===== config.mk =====
export PLATFORM = sky130hd
export DESIGN_NAME = mn_clk_div
export DESIGN_NICKNAME = d
export VERILOG_FILES = /design/src/rtl/mn_div_pkg.sv /design/src/rtl/mn_cfg_stage.sv /design/src/rtl/mn_phase_acc.sv /design/src/rtl/mn_out_sel.sv /design/src/rtl/mn_clk_div.sv
export SDC_FILE = /design/constraint.sdc
export NUM_CORES = 1
export LEC_CHECK = 0
export BUFFER_PORTS_ARGS = -buffer_cell sky130_fd_sc_hd__buf_2
export CORE_ASPECT_RATIO = 0.7
export CORE_MARGIN = 3
export CORE_UTILIZATION = 50
export CTS_CLUSTER_SIZE = 24
export DETAILED_ROUTE_END_ITERATION = 8
export HOLD_SLACK_MARGIN = 0.02
export PLACE_DENSITY = 0.73
export SYNTH_ARGS = -nofsm -noshare
export SYNTH_HDL_FRONTEND = slang
export SYNTH_HIERARCHICAL = 1
export SYNTH_SLANG_ARGS = --single-unit
export TNS_END_PERCENT = 50

===== constraint.sdc =====
create_clock -name clk_src -period 9.9 [get_ports clk_src]
set_clock_uncertainty 0.1 [all_clocks]
set_input_delay 0.99 -clock clk_src [delete_from_list [all_inputs] [get_ports clk_src]]
set_output_delay 0.99 -clock clk_src [all_outputs]
set_load 0.02 [all_outputs]

===== src/rtl/mn_div_pkg.sv =====
package mn_div_pkg;
   // Operating state of the divider, shared by the staging and top logic
   typedef enum logic [1:0] {
      MN_IDLE = 2'b00,
      MN_RUN  = 2'b01,
      MN_BAD  = 2'b10
   } mn_state_e;

   localparam int unsigned MN_RATIO_W_DEF = 20;
endpackage


===== src/rtl/mn_cfg_stage.sv =====
module mn_cfg_stage
   import mn_div_pkg::*;
#(
   parameter int unsigned RATIO_W = mn_div_pkg::MN_RATIO_W_DEF
) (
   input  logic               clk_src,
   input  logic               rst_n,
   input  logic               update_i,
   input  logic               enable_i,
   input  logic [RATIO_W-1:0] m_i,
   input  logic [RATIO_W-1:0] n_i,
   output logic [RATIO_W-1:0] m_act_o,
   output logic [RATIO_W-1:0] n_act_o,
   output mn_state_e          state_o
);
   logic [RATIO_W-1:0] m_q;
   logic [RATIO_W-1:0] n_q;
   logic               ok_q;
   logic               ok_new;

   assign ok_new = (m_i != '0) && (n_i != '0) && (m_i <= n_i);

   always_ff @(posedge clk_src or negedge rst_n) begin
      if (!rst_n) begin
         m_q  <= '0;
         n_q  <= '0;
         ok_q <= 1'b0;
      end else if (update_i) begin
         m_q  <= m_i;
         n_q  <= n_i;
         ok_q <= ok_new;
      end
   end

   always_comb begin
      if (!ok_q)                      state_o = MN_BAD;
      else if (enable_i && !update_i) state_o = MN_RUN;
      else                            state_o = MN_IDLE;
   end

   assign m_act_o = m_q;
   assign n_act_o = n_q;

   // without a strobe the active ratio never moves
   p_hold_ratio_r2 : assert property (@(posedge clk_src) disable iff (!rst_n)
      !update_i |=> ($stable(m_q) && $stable(n_q)));
endmodule


===== src/rtl/mn_phase_acc.sv =====
module mn_phase_acc #(
   parameter int unsigned RATIO_W = 20
) (
   input  logic               clk_src,
   input  logic               rst_n,
   input  logic               clear_i,
   input  logic               run_i,
   input  logic [RATIO_W-1:0] m_i,
   input  logic [RATIO_W-1:0] n_i,
   output logic               tick_o,
   output logic               phase_hi_o
);
   localparam int unsigned SUM_W = RATIO_W + 1;
   localparam int unsigned DBL_W = SUM_W + 1;

   logic [RATIO_W-1:0] acc_q;
   logic [SUM_W-1:0]   sum;
   logic [SUM_W-1:0]   wrapped;
   logic               wrap;
   logic [DBL_W-1:0]   dbl;
   logic               hi_d;
   logic               tick_q;
   logic               hi_q;

   always_comb begin
      sum     = {1'b0, acc_q} + {1'b0, m_i};
      wrap    = (sum >= {1'b0, n_i});
      wrapped = wrap ? (sum - {1'b0, n_i}) : sum;
      dbl     = {wrapped, 1'b0};
      hi_d    = (dbl < {2'b00, n_i});
   end

   always_ff @(posedge clk_src or negedge rst_n) begin
      if (!rst_n) begin
         acc_q  <= '0;
         tick_q <= 1'b0;
         hi_q   <= 1'b0;
      end else if (run_i && !clear_i) begin
         acc_q  <= wrapped[RATIO_W-1:0];
         tick_q <= wrap;
         hi_q   <= hi_d;
      end else begin
         acc_q  <= '0;
         tick_q <= 1'b0;
         hi_q   <= 1'b0;
      end
   end

   assign tick_o     = tick_q;
   assign phase_hi_o = hi_q;

   // phase remains below the denominator while running
   p_no_overflow_r3 : assert property (@(posedge clk_src) disable iff (!rst_n)
      $past(run_i) |-> (acc_q < n_i));
   // a strobe leaves zero phase and quiet outputs
   p_clear_r2 : assert property (@(posedge clk_src) disable iff (!rst_n)
      $past(clear_i) |-> (acc_q == '0 && !tick_q && !hi_q));
   // unity ratio wraps every running cycle
   p_unity_r9 : assert property (@(posedge clk_src) disable iff (!rst_n)
      ($past(run_i) && $past(m_i == n_i)) |-> tick_q);
endmodule


===== src/rtl/mn_out_sel.sv =====
module mn_out_sel #(
   parameter bit BYPASS_EN = 1'b1
) (
   input  logic clk_src,
   input  logic rst_n,
   input  logic bypass_i,
   input  logic div_i,
   output logic clk_o
);
   generate
      if (BYPASS_EN) begin : g_byp
         logic sel_q;
         always_ff @(posedge clk_src or negedge rst_n) begin
            if (!rst_n) sel_q <= 1'b0;
            else        sel_q <= bypass_i;
         end
         assign clk_o = sel_q ? clk_src : div_i;
      end else begin : g_nobyp
         logic unused_byp;
         assign unused_byp = bypass_i;
         assign clk_o      = div_i;
      end
   endgenerate
endmodule


===== src/rtl/mn_clk_div.sv =====
module mn_clk_div
   import mn_div_pkg::*;
#(
   parameter int unsigned RATIO_W   = mn_div_pkg::MN_RATIO_W_DEF,
   parameter bit          BYPASS_EN = 1'b1
) (
   input  logic               clk_src,
   input  logic               rst_n,
   input  logic               bypass_i,
   input  logic               enable_i,
   input  logic               update_i,
   input  logic [RATIO_W-1:0] m_i,
   input  logic [RATIO_W-1:0] n_i,
   output logic               clk_o,
   output logic               tick_o,
   output logic               cfg_err_o
);
   generate
      if (RATIO_W < 2 || RATIO_W > 31) begin : g_bad_w
         $error("mn_clk_div: RATIO_W out of range");
      end
   endgenerate

   logic [RATIO_W-1:0] m_act;
   logic [RATIO_W-1:0] n_act;
   mn_state_e          state;
   logic               run;
   logic               div_clk;
   logic               tick;

   mn_cfg_stage #(.RATIO_W(RATIO_W)) u_cfg (
      .clk_src (clk_src),
      .rst_n   (rst_n),
      .update_i(update_i),
      .enable_i(enable_i),
      .m_i     (m_i),
      .n_i     (n_i),
      .m_act_o (m_act),
      .n_act_o (n_act),
      .state_o (state)
   );

   assign run = (state == MN_RUN);

   mn_phase_acc #(.RATIO_W(RATIO_W)) u_acc (
      .clk_src   (clk_src),
      .rst_n     (rst_n),
      .clear_i   (update_i),
      .run_i     (run),
      .m_i       (m_act),
      .n_i       (n_act),
      .tick_o    (tick),
      .phase_hi_o(div_clk)
   );

   mn_out_sel #(.BYPASS_EN(BYPASS_EN)) u_out (
      .clk_src (clk_src),
      .rst_n   (rst_n),
      .bypass_i(bypass_i),
      .div_i   (div_clk),
      .clk_o   (clk_o)
   );

   assign tick_o    = tick;
   assign cfg_err_o = (state == MN_BAD);

   // an invalid ratio keeps the divider outputs quiet
   p_err_quiet_r7 : assert property (@(posedge clk_src) disable iff (!rst_n)
      cfg_err_o |-> (!tick && !div_clk));
   // disabling silences the next cycle
   p_idle_r6 : assert property (@(posedge clk_src) disable iff (!rst_n)
      (!enable_i && !update_i) |=> (!tick && !div_clk));
   // in steady running, a rising divided clock comes with a tick
   p_rise_tick_r5 : assert property (@(posedge clk_src) disable iff (!rst_n)
      ($rose(div_clk) && $past(run) && $past(run, 2)) |-> tick);
endmodule


## After elaboration in Yosys (flattened, before gate mapping)

Index checks and enable logic that the tools add are counted.

| word-level totals | value |
|---|---|
| memories kept | 0 |
| bits in latches | 0 |
| bits in writable memories | 0 |
| memory bits (read-only) | 0 |
| bits in registers | 64 |
| input bits | 45 |
| word-level logic and storage cells | 28 |

| cells by class | value |
|---|---|
| bitwise operators | 0 |
| magnitude comparators | 3 |
| add/subtract/negate cells | 2 |
| reduce and logical (&&, ||, !) cells | 7 |
| multiplexer cells | 7 |
| eq/ne operators | 2 |
| shift-type cells | 0 |
| div/mod/pow operators | 0 |
| multiply operators | 0 |

Operator list:

| cell | number |
|---|---|
| $reduce_bool 20->1 | 2 |
| $lt 22x20->1 | 1 |
| $add 20x20->21 | 1 |
| $ge 21x20->1 | 1 |
| $mux 21 | 1 |
| $sub 21x20->21 | 1 |
| $le 20x20->1 | 1 |
| $mux 20 | 1 |
| $logic_and 1x1->1 | 4 |
| $mux 1 | 4 |
| $eq 2x1->1 const B | 1 |
| $eq 2x2->1 const B | 1 |
| $mux 2 | 1 |
| $logic_not 1->1 | 1 |

## Longest topological paths before layout

| logic depth | value |
|---|---|
| depth after elaboration | 7 |
| depth in mapped cells | 27 |
| gate-level depth less buffers | 24 |

## Cells and area by module

The synthesis kept the hierarchy.

By module, submodules not included:

| module | times used | cells each | sequential area each (um2) | area each (um2) |
|---|---|---|---|---|
| mn_phase_acc | 1 | 447 | 550.5 | 3537.1 |
| mn_cfg_stage | 1 | 177 | 1026.0 | 2153.3 |
| mn_out_sel | 1 | 2 | 25.0 | 40.0 |
| mn_clk_div | 1 | 2 | 0.0 | 15.0 |

==> flow_metrics.py <==
metrics = {
    "clock_tree": {
        "tritoncts": "built",
        "clkTransAtPathRegs_ns": 0.06,
        "postCtsHoldBufs": 0,
        "cts_resized": 0,
        "clock_latency_ns": 0.45,
        "postCtsSetupBuffers": 0,
    },
    "worst_setup_path": {
        "crit_start": "u_cfg/m_act_o[6]",
        "max_stage_delay_ns": 0.52,
        "path_cells": "ha_1 > a2111oi_0 > nor3_1 > a2111o_1 > and3_1 > o211ai_1 > nand2_1 > xnor2_1 > ha_1 > nand3_1 > nor3_1 > a41oi_1 > o211ai_1 > or3_1 > buf_4 > mux2_2 > ha_1 > o21ai_0 > a211o_1 > a21oi_1 > o2111ai_1 > a2111oi_0 > or4_1 > a211oi_1",
        "path_buf_inv": 1,
        "r2r_slack_ns": 2.98,
        "crit_fanout": 28,
        "cp-endpoint": "u_acc/phase_hi_o",
        "startpoint_type": "flop",
        "cp_top_family": "compound AO/OA/AOI/OAI gates",
        "worst-path-stages": 24,
        "cpMaxStageDelayCell": "or4_1",
        "crit_arrival_ns": 7.18,
        "reg2reg_from": "u_cfg/m_act_o[6]",
        "r2r-end": "u_acc/phase_hi_o",
        "critical_path_class": "reg -> reg",
        "crit_top_cell": "ha_1",
        "r2r_cells": 24,
        "cp-end-kind": "flop",
        "required_ns": 10.15,
    },
    "power_and_ir_drop": {
        "p_sw_share_pct": 36.42,
        "ir_drop_uv": 115.2,
        "p_seq_share_pct": 24.7,
        "leakagePower_nw": 3.221,
        "combPwrFrac_pct": 40.0,
        "p_int_mw": 0.7569,
        "p_sw_mw": 0.4335,
        "pwr-share-clk_pct": 35.3,
        "power.total_mw": 1.191,
        "p_per_area_nw_per_um2": 182.8,
    },
    "floorplanning": {
        "std_cell_rows": 32,
        "start_util_pct": 51.62,
        "die_area_um2": 12830,
        "coreArea_um2": 11130,
        "num_io_pins": 48,
        "die_width_um": 134.1,
        "die_height_um": 95.69,
    },
    "synthesis": {
        "synth_cells": 628,
        "synthesis.nets": 754,
        "syn_avg_cell_area_um2": 9.149,
        "syn_area_um2": 5746,
        "synth_top_cell_by_area": "dfrtp_1",
        "synth_common_cells": "ha_1 (79), dfrtp_1 (64), inv_1 (54), a21oi_1 (48), mux2_2 (48)",
        "synth_top_area_share_pct": 27.87,
        "yosysMostFrequentCell": "ha_1",
        "ys_async_sr_fraction_pct": 100.0,
        "yosys_warnings": 6,
        "yosysSeqAreaShare_pct": 27.87,
        "synth_seq_cells": 64,
        "synth-main-ff-cell": "dfrtp_1",
        "yosys-top-cells-area": "dfrtp_1 (28%), ha_1 (17%), mux2_2 (9.4%)",
        "ys_types": 59,
        "synth_edf_count": 0,
    },
    "sta": {
        "fmax_mhz": 144.4,
        "fin_setup_tns_ns": 0,
        "holdWs_ns": 0.4071,
        "maxSlewViolCount": 0,
        "slew_headroom_pct": 34.85,
        "period_share_pct": 69.94,
        "layout_min_cycle_time_ns": 6.924,
        "hold_viol_final": 0,
        "setup_viol": 0,
        "tightestPinTransition_ns": 0.9773,
        "rsz0062_at_grt": "no",
        "layout_setup_ws_ns": 2.976,
    },
    "placement": {
        "port_buffers": 47,
        "hpwl_mm": 12.46,
        "gp_congestion": 0.9803,
        "detailed_place.area_um2": 6110,
        "place_inst": 817,
        "dp_slack_ns": 3.104,
    },
    "cells_and_area": {
        "antennaDiodeCount": 0,
        "final_nets": 804,
        "drive_above_1_share_pct": 18.74,
        "finalNonFillerCells": 836,
        "fill_cells": 981,
        "final_cell_area_um2": 6513,
        "syn_to_final_growth_pct": 13.35,
        "final_util_pct": 58.51,
    },
    "drt": {
        "drc": 0,
        "detail_route.vias_per_cell": 6.150,
        "final_antenna_net_count": 0,
        "vias": 5141,
        "routedWlPerCell_um": 19.15,
        "routed_wl_mm": 16.01,
        "drtIter0Drc": 464,
        "dr.pass1.iters": 5,
    },
    "worst_hold_path": {
        "hp-class": "reg -> reg",
    },
    "global_route": {
        "grt_overflow": 0,
        "antenna_found_initial": 0,
        "grt_pass1_wl_mm": 26.24,
        "grt_max_degree": 65,
        "grt_usage_pct": 26.37,
        "first_global_vias": 5142,
    },
    "run": {
        "drv_cap": 0,
    },
    "status": {
        "status": "complete, no violations",
    },
}
-- cell type report --
type | instances | area [um^2] | area share (%)
repair buffers | 50 | 260.3 | 3.996
clock inverters | 7 | 102.6 | 1.575
multi-input cells | 495 | 3849 | 59.10
inverters | 54 | 202.7 | 3.112
clock buffers | 13 | 305.3 | 4.688
well taps | 153 | 191.4 | 2.939
flip-flops and latches | 64 | 1602 | 24.59
-- sequential cells by signal (all words and copies together), names as in the netlist --
name and cells:
u_acc/acc_q 20, u_cfg/ok_q 1, u_cfg/n_act_o 20, u_acc/phase_hi_o 1, u_out/g_byp.sel_q 1, u_acc/tick_o 1, u_cfg/m_act_o 20
-- how the worst min path moves through the flow --
stage                            from                end  slack (ns)  depth (start not counted)
global placement    u_cfg/n_act_o[16]  u_cfg/n_act_o[16]        0.39                          1
floorplan            u_cfg/n_act_o[2]   u_cfg/n_act_o[2]        0.38                          1
detailed placement  u_cfg/n_act_o[18]  u_cfg/n_act_o[18]        0.40                          1
finish              u_cfg/n_act_o[13]  u_cfg/n_act_o[13]        0.41                          1
CTS                 u_cfg/n_act_o[18]  u_cfg/n_act_o[18]        0.41                          1
global route        u_cfg/n_act_o[14]  u_cfg/n_act_o[14]        0.43                          1
-- worst register-to-register path, cell delays in order, from the launching register on --
cell	delay (ns)
dfrtp_1	0.38
ha_1	0.40
a2111oi_0	0.43
nor3_1	0.14
a2111o_1	0.52
and3_1	0.22
o211ai_1	0.38
nand2_1	0.12
xnor2_1	0.16
ha_1	0.37
nand3_1	0.17
nor3_1	0.43
a41oi_1	0.28
o211ai_1	0.18
or3_1	0.13
buf_4	0.29
mux2_2	0.40
ha_1	0.26
o21ai_0	0.17
a211o_1	0.15
a21oi_1	0.05
o2111ai_1	0.21
a2111oi_0	0.13
or4_1	0.52
a211oi_1	0.23
-- cell usage in the layout (no fill, tap or decap), types with 16 or more instances in the layout --
cell,n
ha_1,79
dfrtp_1,64
inv_1,54
a21oi_1,48
mux2_2,48
buf_2,47
nand2_1,40
nor2_1,29
o21ai_0,24
a21o_1,16
nor3_1,16
-- per-layer routing --
metal | vias to the layer above | global-route usage [%] | part of all wire (%)
met5 | - | 0 | 0
met4 | 0 | 8.559 | 2.0
met3 | 26 | 5.380 | 7.2
met2 | 189 | 43.15 | 45
met1 | 2491 | 35.35 | 46
li1 | 2435 | - | -
-- kinds of logic (layout without fill, tap and decap cells) --
kind of cell / Yosys count / after routing / share of synthesized area (%)
mux: 49 / 49 / 9.669
flops: 64 / 64 / 27.87
xor+xnor: 23 / 23 / 3.506
compound gates: 179 / 179 / 21.15
fa+ha+maj: 81 / 81 / 17.90
buf+inv: 69 / 124 / 5.139
simple gates: 163 / 163 / 14.76
-- power groups by stage --
stage | clock network [mW] | registers (mW) | logic, mW
floorplan | 0.00668 | 0.294 | 0.350
global placement | 0.00835 | 0.298 | 0.443
detailed placement | 0.00835 | 0.299 | 0.456
CTS | 0.426 | 0.294 | 0.466
global route | 0.442 | 0.297 | 0.530
finish | 0.420 | 0.294 | 0.477
Note: power is estimated with default switching activity, not from simulation.
